[config.mk]
export PLATFORM = sky130hd
export DESIGN_NAME = tmr_cell
export DESIGN_NICKNAME = d
export VERILOG_FILES = /design/src/rtl/tmr_cell_pkg.sv /design/src/rtl/tmr_edge_det.sv /design/src/rtl/tmr_datapath.sv /design/src/rtl/tmr_pin_drv.sv /design/src/rtl/tmr_cell.sv
export SDC_FILE = /design/constraint.sdc
export NUM_CORES = 1
export LEC_CHECK = 0
export BUFFER_PORTS_ARGS = -buffer_cell sky130_fd_sc_hd__buf_2
export CAP_MARGIN = 0
export CORE_MARGIN = 5
export CORE_UTILIZATION = 36
export DETAILED_ROUTE_END_ITERATION = 8
export PLACE_DENSITY = 0.64
export SLEW_MARGIN = 20
export SYNTH_ARGS = -nofsm -noshare
export SYNTH_HDL_FRONTEND = slang
export SYNTH_SLANG_ARGS = --single-unit
[constraint.sdc]
create_clock -name clk -period 3.8 [get_ports clk]
set_input_delay 1.14 -clock clk [delete_from_list [all_inputs] [get_ports clk]]
set_output_delay 1.14 -clock clk [all_outputs]
set_load 0.02 [all_outputs]
[src/rtl/tmr_cell_pkg.sv]
package tmr_cell_pkg;

  typedef enum logic [1:0] {
    MD_CAPTURE = 2'd0,
    MD_COMPARE = 2'd1,
    MD_TIMER   = 2'd2,
    MD_RSTTMR  = 2'd3
  } mode_e;

  typedef enum logic [1:0] {
    PA_HOLD = 2'd0,
    PA_SET  = 2'd1,
    PA_CLR  = 2'd2,
    PA_TGL  = 2'd3
  } pin_act_e;

  typedef struct packed {
    logic     follow;
    logic     oneshot;
    logic     sr_en;
    pin_act_e act;
    logic     fall;
    logic     rise;
    mode_e    mode;
  } ctrl_t;

  localparam int CTRL_W = $bits(ctrl_t);
  localparam int ADDR_W = 2;

  localparam logic [ADDR_W-1:0] A_CTRL = 2'd0;
  localparam logic [ADDR_W-1:0] A_DATA = 2'd1;
  localparam logic [ADDR_W-1:0] A_FLAG = 2'd2;

endpackage

[src/rtl/tmr_edge_det.sv]
module tmr_edge_det (
  input  logic clk,
  input  logic rst_n,
  input  logic sig_i,
  input  logic rise_en,
  input  logic fall_en,
  output logic hit_o
);
  logic sig_q;

  always_ff @(posedge clk or negedge rst_n) begin
    if (!rst_n) sig_q <= 1'b0;
    else        sig_q <= sig_i;
  end

  assign hit_o = (rise_en & sig_i & ~sig_q) | (fall_en & ~sig_i & sig_q);
endmodule

[src/rtl/tmr_datapath.sv]
module tmr_datapath
  import tmr_cell_pkg::*;
#(
  parameter int DW = 16
) (
  input  logic          clk,
  input  logic          rst_n,
  input  mode_e         mode,
  input  logic          armed,
  input  logic          sw_we,
  input  logic [DW-1:0] sw_data,
  input  logic [DW-1:0] ref_i,
  input  logic          cnt_en_i,
  input  logic          clr_i,
  input  logic          cap_hit,
  output logic [DW-1:0] data_o,
  output logic          evt_o
);
  localparam logic [DW-1:0] ONE = {{(DW-1){1'b0}}, 1'b1};

  logic [DW-1:0] data_q, data_d;
  logic          ev;
  logic          at_top;

  assign at_top = &data_q;

  always_comb begin
    data_d = data_q;
    ev     = 1'b0;
    if (armed) begin
      unique case (mode)
        MD_CAPTURE: begin
          if (cap_hit) begin
            data_d = ref_i;
            ev     = 1'b1;
          end
        end
        MD_COMPARE: ev = (ref_i == data_q);
        MD_TIMER: begin
          if (cnt_en_i) begin
            data_d = data_q + ONE;
            ev     = at_top;
          end
        end
        MD_RSTTMR: begin
          if (clr_i) begin
            data_d = '0;
          end else if (cnt_en_i) begin
            data_d = data_q + ONE;
            ev     = at_top;
          end
        end
        default: ;
      endcase
    end
    if (sw_we) data_d = sw_data;
  end

  always_ff @(posedge clk or negedge rst_n) begin
    if (!rst_n) data_q <= '0;
    else        data_q <= data_d;
  end

  assign data_o = data_q;
  assign evt_o  = ev;
endmodule

[src/rtl/tmr_pin_drv.sv]
module tmr_pin_drv
  import tmr_cell_pkg::*;
(
  input  logic     clk,
  input  logic     rst_n,
  input  logic     apply,
  input  pin_act_e act,
  input  logic     sr_hw_set,
  input  logic     sr_sw_set,
  input  logic     sr_sw_clr,
  output logic     pin_o,
  output logic     sreq_o
);
  logic pin_q, sreq_q;

  always_ff @(posedge clk or negedge rst_n) begin
    if (!rst_n) begin
      pin_q <= 1'b0;
    end else if (apply) begin
      unique case (act)
        PA_SET:  pin_q <= 1'b1;
        PA_CLR:  pin_q <= 1'b0;
        PA_TGL:  pin_q <= ~pin_q;
        default: pin_q <= pin_q;
      endcase
    end
  end

  always_ff @(posedge clk or negedge rst_n) begin
    if (!rst_n)                       sreq_q <= 1'b0;
    else if (sr_hw_set || sr_sw_set)  sreq_q <= 1'b1;
    else if (sr_sw_clr)               sreq_q <= 1'b0;
  end

  assign pin_o  = pin_q;
  assign sreq_o = sreq_q;
endmodule

[src/rtl/tmr_cell.sv]
module tmr_cell
  import tmr_cell_pkg::*;
#(
  parameter int DW = 16
) (
  input  logic              clk,
  input  logic              rst_n,
  input  logic              cfg_we,
  input  logic [ADDR_W-1:0] cfg_addr,
  input  logic [DW-1:0]     cfg_wdata,
  input  logic              sig_i,
  input  logic [DW-1:0]     ref_i,
  input  logic              cnt_en_i,
  input  logic              chain_vld_i,
  input  logic [1:0]        chain_act_i,
  output logic [DW-1:0]     data_o,
  output logic              evt_o,
  output logic              pin_o,
  output logic              sreq_o,
  output logic              chain_vld_o,
  output logic [1:0]        chain_act_o
);
  ctrl_t    ctrl_q;
  logic     armed_q;
  logic     evt_q;
  logic     ctrl_wr, data_wr, flag_wr;
  logic     cap_hit;
  logic     own_evt;
  logic     pin_apply;
  pin_act_e pin_act;

  assign ctrl_wr = cfg_we && (cfg_addr == A_CTRL);
  assign data_wr = cfg_we && (cfg_addr == A_DATA);
  assign flag_wr = cfg_we && (cfg_addr == A_FLAG);

  always_ff @(posedge clk or negedge rst_n) begin
    if (!rst_n) begin
      ctrl_q  <= '0;
      armed_q <= 1'b1;
      evt_q   <= 1'b0;
    end else begin
      if (ctrl_wr) ctrl_q <= ctrl_t'(cfg_wdata[CTRL_W-1:0]);
      if (ctrl_wr)                           armed_q <= 1'b1;
      else if (own_evt && ctrl_q.oneshot)    armed_q <= 1'b0;
      evt_q <= own_evt;
    end
  end

  tmr_edge_det u_edge (
    .clk     (clk),
    .rst_n   (rst_n),
    .sig_i   (sig_i),
    .rise_en (ctrl_q.rise),
    .fall_en (ctrl_q.fall),
    .hit_o   (cap_hit)
  );

  tmr_datapath #(.DW(DW)) u_dp (
    .clk      (clk),
    .rst_n    (rst_n),
    .mode     (ctrl_q.mode),
    .armed    (armed_q),
    .sw_we    (data_wr),
    .sw_data  (cfg_wdata),
    .ref_i    (ref_i),
    .cnt_en_i (cnt_en_i),
    .clr_i    (chain_vld_i),
    .cap_hit  (cap_hit),
    .data_o   (data_o),
    .evt_o    (own_evt)
  );

  assign pin_apply   = own_evt | (ctrl_q.follow & chain_vld_i);
  assign pin_act     = own_evt ? ctrl_q.act : pin_act_e'(chain_act_i);
  assign chain_vld_o = pin_apply;
  assign chain_act_o = pin_act;

  tmr_pin_drv u_pin (
    .clk       (clk),
    .rst_n     (rst_n),
    .apply     (pin_apply),
    .act       (pin_act),
    .sr_hw_set (own_evt & ctrl_q.sr_en),
    .sr_sw_set (flag_wr & cfg_wdata[0]),
    .sr_sw_clr (flag_wr & cfg_wdata[1]),
    .pin_o     (pin_o),
    .sreq_o    (sreq_o)
  );

  assign evt_o = evt_q;
endmodule

# == After elaboration in Yosys (flattened, before gate mapping) ==
# Cells that the tools add are included.
# totals
romBits,0
latchBits,0
output_inout_bits,22
word_cells,69
mem_count,0
regBits,30
mem_bits_rw,0
# op_classes
div_mod_pow,0
n_reduce_logical,15
bitwise,13
multipliers,0
n_shift,0
eq_ne,10
order_cmp,0
muxes,17
addsub,1
# op_table
op,count
16-bit 2-to-1 mux,5
16-bit one-hot mux with 3 select lines,1
"16-bit by 1-bit adder with 16-bit output, second input constant",1
16-bit == test,1
16-bit AND reduction,1
"2-bit == test, second input constant",5
1-bit bitwise AND,8
1-bit 2-to-1 mux,8
"2-bit by 1-bit == test with 1-bit output, second input constant",3
2-bit nonzero test,3
1-bit logical AND,4
2-bit logical NOT,2
1-bit one-hot mux with 4 select lines,1
4-bit nonzero test,1
"3-bit inequality test, second input constant",1
1-bit NOT,3
1-bit one-hot mux with 3 select lines,1
3-bit AND reduction,1
3-bit nonzero test,1
2-bit 2-to-1 mux,1
1-bit bitwise OR,2
2-bit AND reduction,1
1-bit logical OR,1

# == Longest topological paths before layout ==
# Gate-level depths: netlist of run 1.
# logic_depth
word_depth,11
ltp_mapped,8
ltp_nobuf,7

# == By module ==
# From an unflattened synthesis of run 1, not the netlist that was laid out.
# hier_totals
hier_cells,243
area_unflattened_um2,2150.8
# modules_own_cells
mod,area_each_um2,cells_each,instances,seq_area_each_um2
tmr_datapath,1556.5,199,1,400.4
tmr_cell,475.5,33,1,276.5
tmr_pin_drv,73.8,7,1,50.0
tmr_edge_det,45.0,4,1,25.0

# == Least setup slack after synthesis of run 1 ==
# No wires, ideal clock.
# synth_timing
path_type,input-to-output
startpoint,input port cnt_en_i
endpoint,output port chain_act_o[1]
path_stages,6
path_slack_ns,-0.156
arrival_ns,2.816
t_required_ns,2.660
cell_sequence,clkbuf_2 -> nand2_1 -> or4_4 -> o32a_2 -> o31ai_4 -> mux2_4
# synth_between
elab_chain_cells,5
# synth_lines
item,line_no,source
from (decl),tmr_cell.sv:13,"input logic cnt_en_i,"
1-bit 2-to-1 mux (*),"tmr_datapath.sv:40, tmr_datapath.sv:48",
1-bit 2-to-1 mux,tmr_datapath.sv:46,if (clr_i) begin
1-bit one-hot mux with 4 select lines (*),tmr_datapath.sv:31,unique case (mode)
1-bit 2-to-1 mux (*),tmr_datapath.sv:30,if (armed) begin
named net own_evt,tmr_cell.sv:28,logic own_evt;
2-bit 2-to-1 mux (*),tmr_cell.sv:74,assign pin_act = own_evt ? ctrl_q.act : pin_act_e'(chain_act_i);
to (decl),tmr_cell.sv:21,output logic [1:0] chain_act_o
# Mark *: on every way through the listed nets, which the timed path passes. The rest lies on a longest branch.

# == Worst setup path after layout of run 1 ==
# layout_timing
startpoint,input port ref_i[10]
endpoint,output port chain_act_o[1]
# layout_between
elab_chain_cells,4
# layout_lines
item,line_no,source
from (decl),tmr_cell.sv:12,"input logic [DW-1:0] ref_i,"
16-bit == test,tmr_datapath.sv:38,MD_COMPARE: ev = (ref_i == data_q);
1-bit one-hot mux with 4 select lines,tmr_datapath.sv:31,
1-bit 2-to-1 mux,tmr_datapath.sv:30,
named net own_evt,tmr_cell.sv:28,
2-bit 2-to-1 mux,tmr_cell.sv:74,
# The timed path passes the listed nets, and every way through them passes these cells.

==> run summary, run 1 <==
====================================================================================================
Worst slew pin tran                                                                           747 ps
Ratio of cells with drive above 1 in the final layout                                          0.377
Outcome                                                                                 complete, but fails checks
Global-route total usage across every layer                                                    0.170
Path category of the worst min-delay check                                              flop to flop
# setup viols final                                                                                3
Die outline height                                                                           85.7 µm
Number of global-route vias before repair                                                       1946
Ratio of final minimum period to clock period                                                   1.02
Via count                                                                                       2004
Post-synthesis mux area share                                                                 0.0401
Number of filler instances in the final layout                                                   551
Post-Place Cells                                                                                 374
Number of pins exceeding their max-slew limit in the final report                                  0
Static leakage                                                                            0.00126 µW
Setup WS post-layout                                                                        -73.2 ps
Number of vias per cell after detailed routing                                                  5.21
Aggregate routed wire length                                                                 6.09 mm
CTS sink cnt                                                                                      30
Data arrival time of the worst path                                                          2730 ps
Die X                                                                                        85.7 µm
Worst setup path class                                                                  input port to primary output
Number of synthesized flops with an enable pin                                                     0
Multi-input gate area in the final layout                                                   1250 µm²
Detail Route Antenna Nets                                                                          0
Post-synth top area cell                                                                sky130_fd_sc_hd__dfrtp_1
Drt pass-1 iters                                                                                   4
Number of diodes                                                                                   0
WL/cell                                                                                      15.8 µm
Fmax achieved                                                                              0.258 GHz
Total standard cell area after synthesis                                                    2060 µm²
Netlist cell types                                                                                46
Post-synth top flop                                                                     sky130_fd_sc_hd__dfrtp_1
Starting density of the core                                                                   0.372
Crit path capture type                                                                  primary output
Net count reported at finish                                                                     355
Worst relative slew slack                                                                      0.501
Clk buf depth                                                                                      2
Final number of hold-violating endpoints                                                           0
Worst hold slack                                                                              502 ps
Area of the core region                                                                     5540 µm²
Area share of the largest cell type after synthesis                                            0.352
Power per cell area                                                                       610 nW/µm²
H-tree depth                                                                                       2
Clock buffers created by TritonCTS                                                                 5
Number of instances in the synthesized netlist                                                   237
Failing checks                                                                          setup timing
DRC Markers                                                                                        0
Synth Area in Adders                                                                         0.00607
GR Overflow Total                                                                                  0
Area delta synth->final                                                                        33.4%
Top post-synthesis cells by area                                                        sky130_fd_sc_hd__dfrtp_1, sky130_fd_sc_hd__xor2_1, sky130_fd_sc_hd__o21ai_0, sky130_fd_sc_hd__nand2_1, sky130_fd_sc_hd__o221ai_1
Sequential-to-total area share from yosys stat                                                 0.365
Row Count                                                                                         27
Required time worst endpoint                                                                 2660 ps
Full die area                                                                               7340 µm²
Synth Register Bits                                                                               30
Clock-pin slew reported for the worst setup and hold paths after clock tree synthesis          70 ps
Worst vdd rail ir drop                                                                      0.437 mV
Largest fanout of any net on the critical path                                                     4
DRC violation total after the first TritonRoute iteration                                        143
Number of placed I/O pins                                                                         64
DP HPWL                                                                                      4.55 mm
Final TNS setup                                                                              -116 ps
Warnings from Yosys                                                                                0
# port buffers                                                                                    63
RSZ-0062 raised after global routing                                                            true
# Max-Cap Violations                                                                               0
CTS root buf                                                                            sky130_fd_sc_hd__clkbuf_8
Tmin final                                                                                   3870 ps
Sequential cell area                                                                         752 µm²
Avg Inst Size Synth                                                                         8.70 µm²
Compound-cell area share of the yosys netlist                                                  0.214
Area share of xor/xnor cells in the synthesized design                                         0.128
Clock latency at the later pin of the worst-skew pair                                         290 ps
Main combinational cell family by area after synthesis                                  compound AO/OA/AOI/OAI gates
Startpoint kind of the worst setup timing path                                            input port
Clock tree from TritonCTS                                                                       done
Fraction of registers with async set/reset                                                      1.00
Final Non-Filler Cells                                                                           385
Area fraction in and, or, nand and nor cells after synthesis                                   0.184
Global-route wire length before repair                                                       9.88 mm
Maximum clock skew at final layout                                                           5.26 ps
Finished Core Util                                                                             0.496
Net count of the mapped netlist                                                                  280
Final weighted congestion of routability-driven global placement                               0.851
Antenna violations before repair                                                                   0
Largest net degree at the start of global routing                                                 31
====================================================================================================
-- cells by family (layout without fill, tap and decap cells) --
logic type	after synthesis	in the layout
AOI/OAI and AO/OA	64	64
xor gates and xnor gates	30	30
adders and majority gates	1	1
buffers and inverters	34	110
DFF	30	30
muxes	7	7
and+or+nand+nor	71	71
-- Yosys cell counts, types with 3 or more instances --
cell type                   n
sky130_fd_sc_hd__a21oi_1   11
sky130_fd_sc_hd__clkbuf_1  11
sky130_fd_sc_hd__dfrtp_1   29
sky130_fd_sc_hd__inv_1     20
sky130_fd_sc_hd__mux2_2     6
sky130_fd_sc_hd__nand2_1   24
sky130_fd_sc_hd__nand3_1    8
sky130_fd_sc_hd__nor2_1    10
sky130_fd_sc_hd__nor3_1     4
sky130_fd_sc_hd__nor4_1     7
sky130_fd_sc_hd__o21ai_0   28
sky130_fd_sc_hd__o221a_2    3
sky130_fd_sc_hd__o221ai_1  10
sky130_fd_sc_hd__xnor2_1    9
sky130_fd_sc_hd__xor2_1    21
-- path summary, 6_finish.rpt --
| path | startpoint | end | slack, ps | cells past startpoint |
|---|---|---|---|---|
| worst max-delay path | ref_i[10] | chain_act_o[1] | -70 | 7 |
| worst min-delay path | ctrl_q[7] | ctrl_q[7] | 500 | 2 |
| worst max register to register | u_dp.data_o[5] | u_pin.pin_o | 1170 | 8 |
| worst min register to register | ctrl_q[7] | ctrl_q[7] | 500 | 2 |
| max in group asynchronous | rst_n | u_dp.data_o[11] | 2460 | 1 |
| min in group asynchronous | rst_n | u_dp.data_o[15] | 890 | 1 |
-- cell type report --
class	instances	area share
Inverter	20	0.0273
Clock inverter	2	0.00455
Timing Repair Buffer	82	0.177
Tap cell	72	0.0328
Sequential cell	30	0.274
Clock buffer	6	0.0300
Multi-Input combinational cell	173	0.455
-- critical path, stage by stage --
cell and delay [ps]:
sky130_fd_sc_hd__buf_2 110, sky130_fd_sc_hd__xor2_1 160, sky130_fd_sc_hd__nor4_2 400, sky130_fd_sc_hd__nand3_4 120
sky130_fd_sc_hd__o31ai_4 330, sky130_fd_sc_hd__mux2_4 340, sky130_fd_sc_hd__buf_6 130
-- registers in the layout, summed over array words and instances, names as in the netlist --
signal	cells
evt_o	1
ctrl_q	9
u_pin.sreq_o	1
u_pin.pin_o	1
u_dp.data_o	16
u_edge.sig_q	1
armed_q	1
-- layout by cell type (no fill, tap or decap), drive strengths merged, types with 2 or more instances in the layout --
cell     n
clkbuf   6
xnor2    9
nor2    10
xor2    21
o221ai  10
o21ai   28
and2     2
nor3     4
inv     20
o31ai    2
nand2   24
dfrtp   29
nor4     7
o221a    3
buf     82
a21oi   11
nand3    9
and3b    2
nand3b   2
nand4    2
mux2     7
-- report_power, final --
part	internal (µW)	switching, µW	leakage, µW	total (µW)
registers	429	177	0.000359	606
logic	337	458	0.000849	795
clock network	145	129	0.0000472	275
-- metrics by stage --
stage | total power, µW | cell area [µm²] | setup WS (ps)
6_report | 1680 | 2750 | -73.2
5_1_grt | 1790 | 2750 | -142
3_5_place_dp | 1360 | 2540 | -160
4_1_cts | 1660 | 2700 | -32.8
2_1_floorplan | 1090 | 2080 | 16.0
3_3_place_gp | 1340 | 2540 | -143
-- metal layers --
| layer | part of all wire | GRT usage |
|---|---|---|
| met1 | 0.45 | 0.236 |
| met2 | 0.47 | 0.262 |
| met3 | 0.061 | 0.0423 |
| met4 | 0.011 | 0.0460 |
| met5 | 0 | 0 |
-- what timing repair did --
item / CTS / global route
resized for setup: 10 / 6
buffers inserted: 1 / 2
hold buffers: 0 / 0
endpoints found under the setup margin: 3 / 3
pin swaps: 6 / 4
Note: power is estimated with default switching activity, not from simulation.
==> run 2: changes to the inputs <==
--- a/config.mk
+++ b/config.mk
@@ -10,7 +10,7 @@
 export CORE_MARGIN = 5
 export CORE_UTILIZATION = 36
 export DETAILED_ROUTE_END_ITERATION = 8
-export PLACE_DENSITY = 0.64
+export PLACE_DENSITY = 0.62
 export SLEW_MARGIN = 20
 export SYNTH_ARGS = -nofsm -noshare
 export SYNTH_HDL_FRONTEND = slang
==> constraint.sdc (replaced) <==
create_clock -name clk -period 4.25 [get_ports clk]
set_input_delay 1.275 -clock clk [delete_from_list [all_inputs] [get_ports clk]]
set_output_delay 1.275 -clock clk [all_outputs]
set_load 0.02 [all_outputs]
==> run summary, run 2 (synthesis results as in run 1) <==
====================================================================================================
Most Crowded Layer GR                                                                           met2
Clk buf depth                                                                                      2   unchanged
Number of placed I/O pins                                                                         64   unchanged
Worst setup path startpoint                                                              chain_vld_i
Worst vdd rail ir drop                                                                      0.196 mV   -55%
Net count reported at finish                                                                     345   -2.8%
Post-CTS Setup Inserts                                                                             0   -1
CTS root buf                                                                            sky130_fd_sc_hd__clkbuf_8
Die outline height                                                                           85.7 µm   unchanged
Area delta synth->final                                                                        29.2%
DP HPWL                                                                                      4.43 mm   -2.6%
Clock-pin slew reported for the worst setup and hold paths after clock tree synthesis          70 ps   about the same
Drt pass-1 iters                                                                                   6   +2
Met1 routing resource usage after global routing                                               0.226   -0.00993
Number of filler instances in the final layout                                                   574   +4.2%
Final TNS setup                                                                                 0 ps   +116 ps
Critical Path, Cell by Cell                                                             buf_2 -> a21bo_1 -> or3_1 -> o32a_4 -> o31ai_4 -> mux2_4 -> buf_4
Starting density of the core                                                                   0.372   unchanged
Maximum clock skew at final layout                                                           11.2 ps   +5.94 ps
Number of diodes                                                                                   0   unchanged
Launch instance of the worst register-to-register path                                  u_dp.data_o[5]
Number of flip-flops in the largest register                                                      16   unchanged
Global-route wire length before repair                                                       10.1 mm   +2.0%
CTS sink cnt                                                                                      30   unchanged
Data arrival time of the worst path                                                          2930 ps   +200 ps
Finished Core Util                                                                             0.481   -0.0156
# port buffers                                                                                    63   unchanged
Row Count                                                                                         27   unchanged
Total power after layout                                                                     1570 µW   -6.1%
Number of vias per cell after detailed routing                                                  5.18   -0.51%
Fmax achieved                                                                              0.238 GHz
Static leakage                                                                            0.00122 µW   -3.0%
Number of hold buffers added after cts                                                             0   unchanged
Via count                                                                                       1942   -3.1%
WL/cell                                                                                      15.9 µm   +0.19%
Startpoint kind of the worst setup timing path                                            input port
Full die area                                                                               7340 µm²   unchanged
DRC Markers                                                                                        0   unchanged
Max stage delay on crit path                                                                  390 ps   about the same
Aggregate routed wire length                                                                 5.94 mm   -2.4%
Met3 Resource Use GR                                                                          0.0471   +0.00480
GR Overflow Total                                                                                  0   unchanged
Largest net degree at the start of global routing                                                 31   unchanged
Path category of the worst min-delay check                                              flop to flop
Ratio of final minimum period to clock period                                                  0.988
Worst relative slew slack                                                                      0.537   +0.0360
Clock tree from TritonCTS                                                                       done
# Max-Cap Violations                                                                               0   unchanged
Post-route cell area                                                                        2660 µm²   -3.1%
Final number of hold-violating endpoints                                                           0   unchanged
Largest fanout of any net on the critical path                                                     3   -1
DRC violation total after the first TritonRoute iteration                                        116   -19%
Outcome                                                                                 complete, no violations
Global-route total usage across every layer                                                    0.174   +0.00432
Clock latency at the later pin of the worst-skew pair                                         290 ps   about the same
HP Start                                                                                   ctrl_q[7]
Number of pins exceeding their max-slew limit in the final report                                  0   unchanged
Power per cell area                                                                       591 nW/µm²   -3.1%
Top library cells by usage in the layout, fill and taps aside                           sky130_fd_sc_hd__buf_2, sky130_fd_sc_hd__dfrtp_1, sky130_fd_sc_hd__o21ai_0
# setup viols final                                                                                0   -3
Final weighted congestion of routability-driven global placement                               0.802   -5.7%
Area of the core region                                                                     5540 µm²   unchanged
Worst setup path class                                                                  input port to primary output
Setup WS post-layout                                                                         49.6 ps   +123 ps
H-tree depth                                                                                       2   unchanged
Most common cell after layout, fill and taps aside                                      sky130_fd_sc_hd__buf_2
Tmin final                                                                                   4200 ps
Critical path's slowest cell                                                            sky130_fd_sc_hd__o32a_4
Placement Cell Area                                                                         2480 µm²   -2.6%
Number of global-route vias before repair                                                       2011   +3.3%
RSZ-0062 raised after global routing                                                           false
Crit path capture type                                                                  primary output
Antenna violations before repair                                                                   0   unchanged
Worst slack at placement                                                                    -80.9 ps   +79.2 ps
Detail Route Antenna Nets                                                                          0   unchanged
Met2 Resource Use GR                                                                           0.282   +0.0198
Clock buffers created by TritonCTS                                                                 5   unchanged
Required time worst endpoint                                                                 2970 ps   +310 ps
Ratio of cells with drive above 1 in the final layout                                          0.343   -0.0338
Worst slew pin tran                                                                           694 ps   -52.4 ps
Die X                                                                                        85.7 µm   unchanged
====================================================================================================
[run 2: changes by cell type in the layout (fill, tap and decap cells not counted), sizes merged]
cell	before	now
bufinv	0	2
clkinvlp	1	0
buf	82	72
clkinv	1	0
[run 2: per-stage QoR]
| step | hold slack (ps) | instances |
|---|---|---|
| floorplan | 450 | 237 |
| global placement | 470 | 367 |
| detailed placement | 473 | 367 |
| CTS | 488 | 375 |
| global route | 520 | 375 |
| finish | 483 | 375 |
[run 2: critical path, delay by kind of cell]
kind,cells,cell delay [ps]
AO/OA/AOI/OAI,3,680
multiplexers,1,340
buffers and inverters,2,280
AND/OR/NAND/NOR,1,360
[run 2: cell type report]
| cell class | count | area [µm²] | area share |
|---|---|---|---|
| clock buffer | 6 | 82.6 | 0.0310 |
| inverter | 20 | 75.1 | 0.0282 |
| clock inverter | 2 | 60.1 | 0.0226 |
| multi-input combinational | 173 | 1210 | 0.456 |
| timing repair buffer | 72 | 388 | 0.146 |
| tap | 72 | 90.1 | 0.0338 |
| sequential | 30 | 752 | 0.282 |
[run 2: layer usage]
metal  share of wire  vias up
met2            0.49       50
met3           0.056        8
met5               0        -
met4           0.014        0
met1            0.44      912
li1                -      972
[run 2: path summary, 6_finish.rpt]
path / endpoint / cells after the start / slack, ps
min reg2reg: ctrl_q[7] / 2 / 480
max in group asynchronous: ctrl_q[3] / 1 / 2780
max: chain_act_o[1] / 7 / 50
min in group asynchronous: u_dp.data_o[9] / 1 / 1020
max reg2reg: u_pin.pin_o / 7 / 1790
min: ctrl_q[7] / 2 / 480
[run 2: report_power, final]
group | internal, µW | leakage, µW | total (µW) | switching [µW]
registers | 384 | 0.000359 | 549 | 165
clock network | 250 | 0.0000714 | 370 | 119
logic | 274 | 0.000787 | 655 | 381
total | 908 | 0.00122 | 1570 | 666
[run 2: what timing repair did]
item                       in CTS  in global routing
pin swaps                       2                  3
resized for setup               4                  5
setup endpoints to repair       3                  3
==> run 3: changes to the inputs <==
--- a/config.mk
+++ b/config.mk
@@ -5,12 +5,15 @@
 export SDC_FILE = /design/constraint.sdc
 export NUM_CORES = 1
 export LEC_CHECK = 0
+export ABC_AREA = 1
 export BUFFER_PORTS_ARGS = -buffer_cell sky130_fd_sc_hd__buf_2
 export CAP_MARGIN = 0
+export CORE_ASPECT_RATIO = 0.8
 export CORE_MARGIN = 5
 export CORE_UTILIZATION = 36
 export DETAILED_ROUTE_END_ITERATION = 8
-export PLACE_DENSITY = 0.62
+export PLACE_DENSITY = 0.61
+export RECOVER_POWER = 25
 export SLEW_MARGIN = 20
 export SYNTH_ARGS = -nofsm -noshare
 export SYNTH_HDL_FRONTEND = slang
==> run summary, run 3 <==
====================================================================================================
Sequential cell area                                                                         752 µm²   unchanged
RSZ-0062 raised after global routing                                                           false
Fmax achieved                                                                              0.262 GHz   +9.9%
Worst setup path class                                                                  input port to primary output
Die outline height                                                                           80.9 µm   -5.6%
DRC Markers                                                                                        0   unchanged
Clock buffers created by TritonCTS                                                                 5   unchanged
Area share of the largest cell type after synthesis                                            0.321   -0.0310
Synth Register Bits                                                                               30   unchanged
Count leader, synth                                                                     sky130_fd_sc_hd__nand2_1
Netlist cell types                                                                                35   -24%
Worst slew pin tran                                                                          1690 ps   +992 ps
Ratio of cells with drive above 1 in the final layout                                          0.243   -0.100
Area of the core region                                                                     6010 µm²   +8.4%
Worst vdd rail ir drop                                                                      0.326 mV   +66%
Top library cells by usage in the layout, fill and taps aside                           sky130_fd_sc_hd__nand2_1, sky130_fd_sc_hd__buf_2, sky130_fd_sc_hd__inv_1
Critical path's slowest cell                                                            sky130_fd_sc_hd__buf_2
Die X                                                                                        98.6 µm   +15%
Number of vias per cell after detailed routing                                                  4.85   -6.4%
Tmin final                                                                                   3820 ps   -379 ps
Net count reported at finish                                                                     437   +27%
Clock-pin slew reported for the worst setup and hold paths after clock tree synthesis          70 ps   about the same
Data arrival time of the worst path                                                          2550 ps   -380 ps
Post-Place Cells                                                                                 468   +28%
Top post-synthesis cells by area                                                        sky130_fd_sc_hd__dfrtp_1, sky130_fd_sc_hd__nand2_1, sky130_fd_sc_hd__inv_1, sky130_fd_sc_hd__o21ai_0, sky130_fd_sc_hd__xor2_1
Drt pass-1 iters                                                                                   4   -2
Post-synth top area cell                                                                sky130_fd_sc_hd__dfrtp_1
Global-route total usage across every layer                                                    0.164   -0.00957
Number of instances in the synthesized netlist                                                   334   +41%
Starting density of the core                                                                   0.376   +0.00430
Switch Pwr                                                                                    752 µW   +13%
Number of flip-flops in the largest register                                                      16   unchanged
Cts repair resizes                                                                                 0   -4
Final number of hold-violating endpoints                                                           0   unchanged
Post-CTS Setup Inserts                                                                             0   unchanged
Internal                                                                                      830 µW   -8.5%
Power per cell area                                                                       578 nW/µm²   -2.2%
Path category of the worst min-delay check                                              flop to flop
CTS root buf                                                                            sky130_fd_sc_hd__clkbuf_8
Reg power frac                                                                                 0.355   +0.006
# port buffers                                                                                    63   unchanged
Maximum clock skew at final layout                                                           8.54 ps   -2.66 ps
Net count of the mapped netlist                                                                  377   +35%
Clock tree from TritonCTS                                                                       done
Crit path capture type                                                                  primary output
Cell family contributing the most delay on the critical path                            simple AND/OR/NAND/NOR gates
Warnings from Yosys                                                                                0   unchanged
H-tree depth                                                                                       2   unchanged
Area delta synth->final                                                                        21.2%
Number of pins exceeding their max-slew limit in the final report                                 31   +31
Startpoint kind of the worst setup timing path                                            input port
Number of hold buffers added after cts                                                             0   unchanged
Final TNS setup                                                                                 0 ps   unchanged
Full die area                                                                               7970 µm²   +8.6%
DP HPWL                                                                                      4.99 mm   +13%
Static leakage                                                                            0.00145 µW   +19%
Net switching fraction of the power                                                            0.475   +0.0522
Largest fanout of any net on the critical path                                                     4   +1
Largest net degree at the start of global routing                                                 31   unchanged
Critical Path, Cell by Cell                                                             buf_2 -> inv_1 -> nand2_1 -> nand2_1 -> nor2_1 -> nand2_1 -> nor2_1 -> nand3_1 -> nand3_2 -> nand3_4 -> nand2_1 -> and2_1 -> buf_2
Final weighted congestion of routability-driven global placement                               0.885   +10%
Multi-input gate area in the final layout                                                   1250 µm²   +2.8%
Total standard cell area after synthesis                                                    2260 µm²   +9.7%
# Max-Cap Violations                                                                               1   +1
Failing checks                                                                          capacitance limit, slew limit
Post-synth top flop                                                                     sky130_fd_sc_hd__dfrtp_1
Required time worst endpoint                                                                 2970 ps   about the same
Fraction of registers with async set/reset                                                      1.00   unchanged
Max stage delay on crit path                                                                  160 ps   -230 ps
Cell repeated most along the worst path                                                 sky130_fd_sc_hd__nand2_1
Number of placed I/O pins                                                                         64   unchanged
Clk buf depth                                                                                      2   unchanged
Outcome                                                                                 complete, but fails checks
Ratio of final minimum period to clock period                                                  0.899   -0.0892
GR Overflow Total                                                                                  0   unchanged
Combinational Power Share                                                                      0.465   +0.049
Number of diodes                                                                                   0   unchanged
Worst relative slew slack                                                                     -0.124   -0.661
Via count                                                                                       2307   +19%
WL/cell                                                                                      13.5 µm   -15%
Number of global-route vias before repair                                                       2278   +13%
Sequential-to-total area share from yosys stat                                                 0.333   -0.0321
# setup viols final                                                                                0   unchanged
CTS sink cnt                                                                                      30   unchanged
Most common cell after layout, fill and taps aside                                      sky130_fd_sc_hd__nand2_1
Number of filler instances in the final layout                                                   625   +8.9%
Commonest cells in the synthesized netlist                                              sky130_fd_sc_hd__nand2_1, sky130_fd_sc_hd__inv_1, sky130_fd_sc_hd__dfrtp_1, sky130_fd_sc_hd__nor2_1, sky130_fd_sc_hd__o21ai_0
Number of synthesized flops with an enable pin                                                     0   unchanged
DRC violation total after the first TritonRoute iteration                                        167   +44%
Final Non-Filler Cells                                                                           476   +27%
Detail Route Antenna Nets                                                                          0   unchanged
Clock latency at the later pin of the worst-skew pair                                         280 ps   about the same
Row Count                                                                                         25   -7.4%
Bufs and invs on worst path                                                                        3   +1
Antenna violations before repair                                                                   0   unchanged
Aggregate routed wire length                                                                 6.44 mm   +8.3%
Avg Inst Size Synth                                                                         6.77 µm²   -22%
Clock network fraction of design power                                                         0.180   -0.055
Global-route wire length before repair                                                       10.7 mm   +6.2%
====================================================================================================
[run 3: changes by cell type after synthesis, sizes merged, moves of 3 or more]
cell / previous run / this run
clkbuf: 12 / 4
o221a: 3 / 0
nand4: 2 / 6
xor2: 21 / 12
nand2: 24 / 104
nand3: 9 / 17
nor4: 7 / 1
o211ai: 1 / 13
buf: 2 / 8
o221ai: 10 / 3
xnor2: 9 / 0
nor2: 10 / 27
inv: 20 / 53
[run 3: power by group through the flow]
stage	combinational, µW	sequential (µW)	clock (µW)
floorplan	461	610	0
global placement	729	561	0
detailed placement	739	561	0
CTS	742	558	294
global route	830	586	303
finish	735	562	285
[run 3: kinds of logic after synthesis]
group / count (synthesis) / synth area share
xor+xnor: 12 / 0.0465
fa+ha+maj: 1 / 0.00554
flops: 30 / 0.333
compound gates: 61 / 0.164
simple gates: 160 / 0.311
buf+inv: 65 / 0.115
mux: 5 / 0.0249
[run 3: worst min-delay path, stage by stage, from the launching register on]
cell	delay, ps
sky130_fd_sc_hd__dfrtp_1	360
sky130_fd_sc_hd__nand2_1	60
sky130_fd_sc_hd__nand2_1	40
[run 3: layout make-up]
| cell class | instances | area share |
|---|---|---|
| Tap cell | 81 | 0.0370 |
| Inverter | 53 | 0.0727 |
| Timing Repair Buffer | 65 | 0.120 |
| Clock inverter | 3 | 0.0146 |
| Sequential cell | 30 | 0.275 |
| Clock buffer | 5 | 0.0251 |
| Multi-Input combinational cell | 239 | 0.456 |
[run 3: metal layers]
metal | vias to the layer above | share of wire | GRT usage | wire (µm)
met3 | 2 | 0.072 | 0.0378 | 463
met5 | - | 0 | 0 | 0
li1 | 1193 | - | - | -
met1 | 1033 | 0.49 | 0.233 | 3180
met2 | 79 | 0.43 | 0.263 | 2790
met4 | 0 | 0.0011 | 0.0218 | 7
[run 3: per-stage QoR]
| step | cell area, µm² | worst slack, ps | hold WS, ps | utilization | total power, µW |
|---|---|---|---|---|---|
| final | 2740 | 429 | 492 | 0.456 | 1580 |
| after global routing | 2740 | 259 | 507 | 0.456 | 1720 |
| after CTS | 2740 | 433 | 493 | 0.456 | 1590 |
| after detailed placement | 2630 | 435 | 475 | 0.438 | 1300 |
| after global placement | 2630 | 454 | 481 | 0.438 | 1290 |
| after floorplan | 2260 | 790 | 454 | - | 1070 |
[run 3: path summary, 6_finish.rpt]
path | from | endpoint | slack [ps] | depth (start not counted)
max in group asynchronous | rst_n | u_dp.data_o[7] | 1850 | 1
hold / removal | u_pin.pin_o | u_pin.pin_o | 490 | 2
setup / recovery | ref_i[8] | chain_act_o[1] | 430 | 13
hold reg to reg | u_pin.pin_o | u_pin.pin_o | 490 | 2
min in group asynchronous | rst_n | ctrl_q[3] | 1430 | 1
setup reg to reg | ctrl_q[1] | u_dp.data_o[4] | 1750 | 8
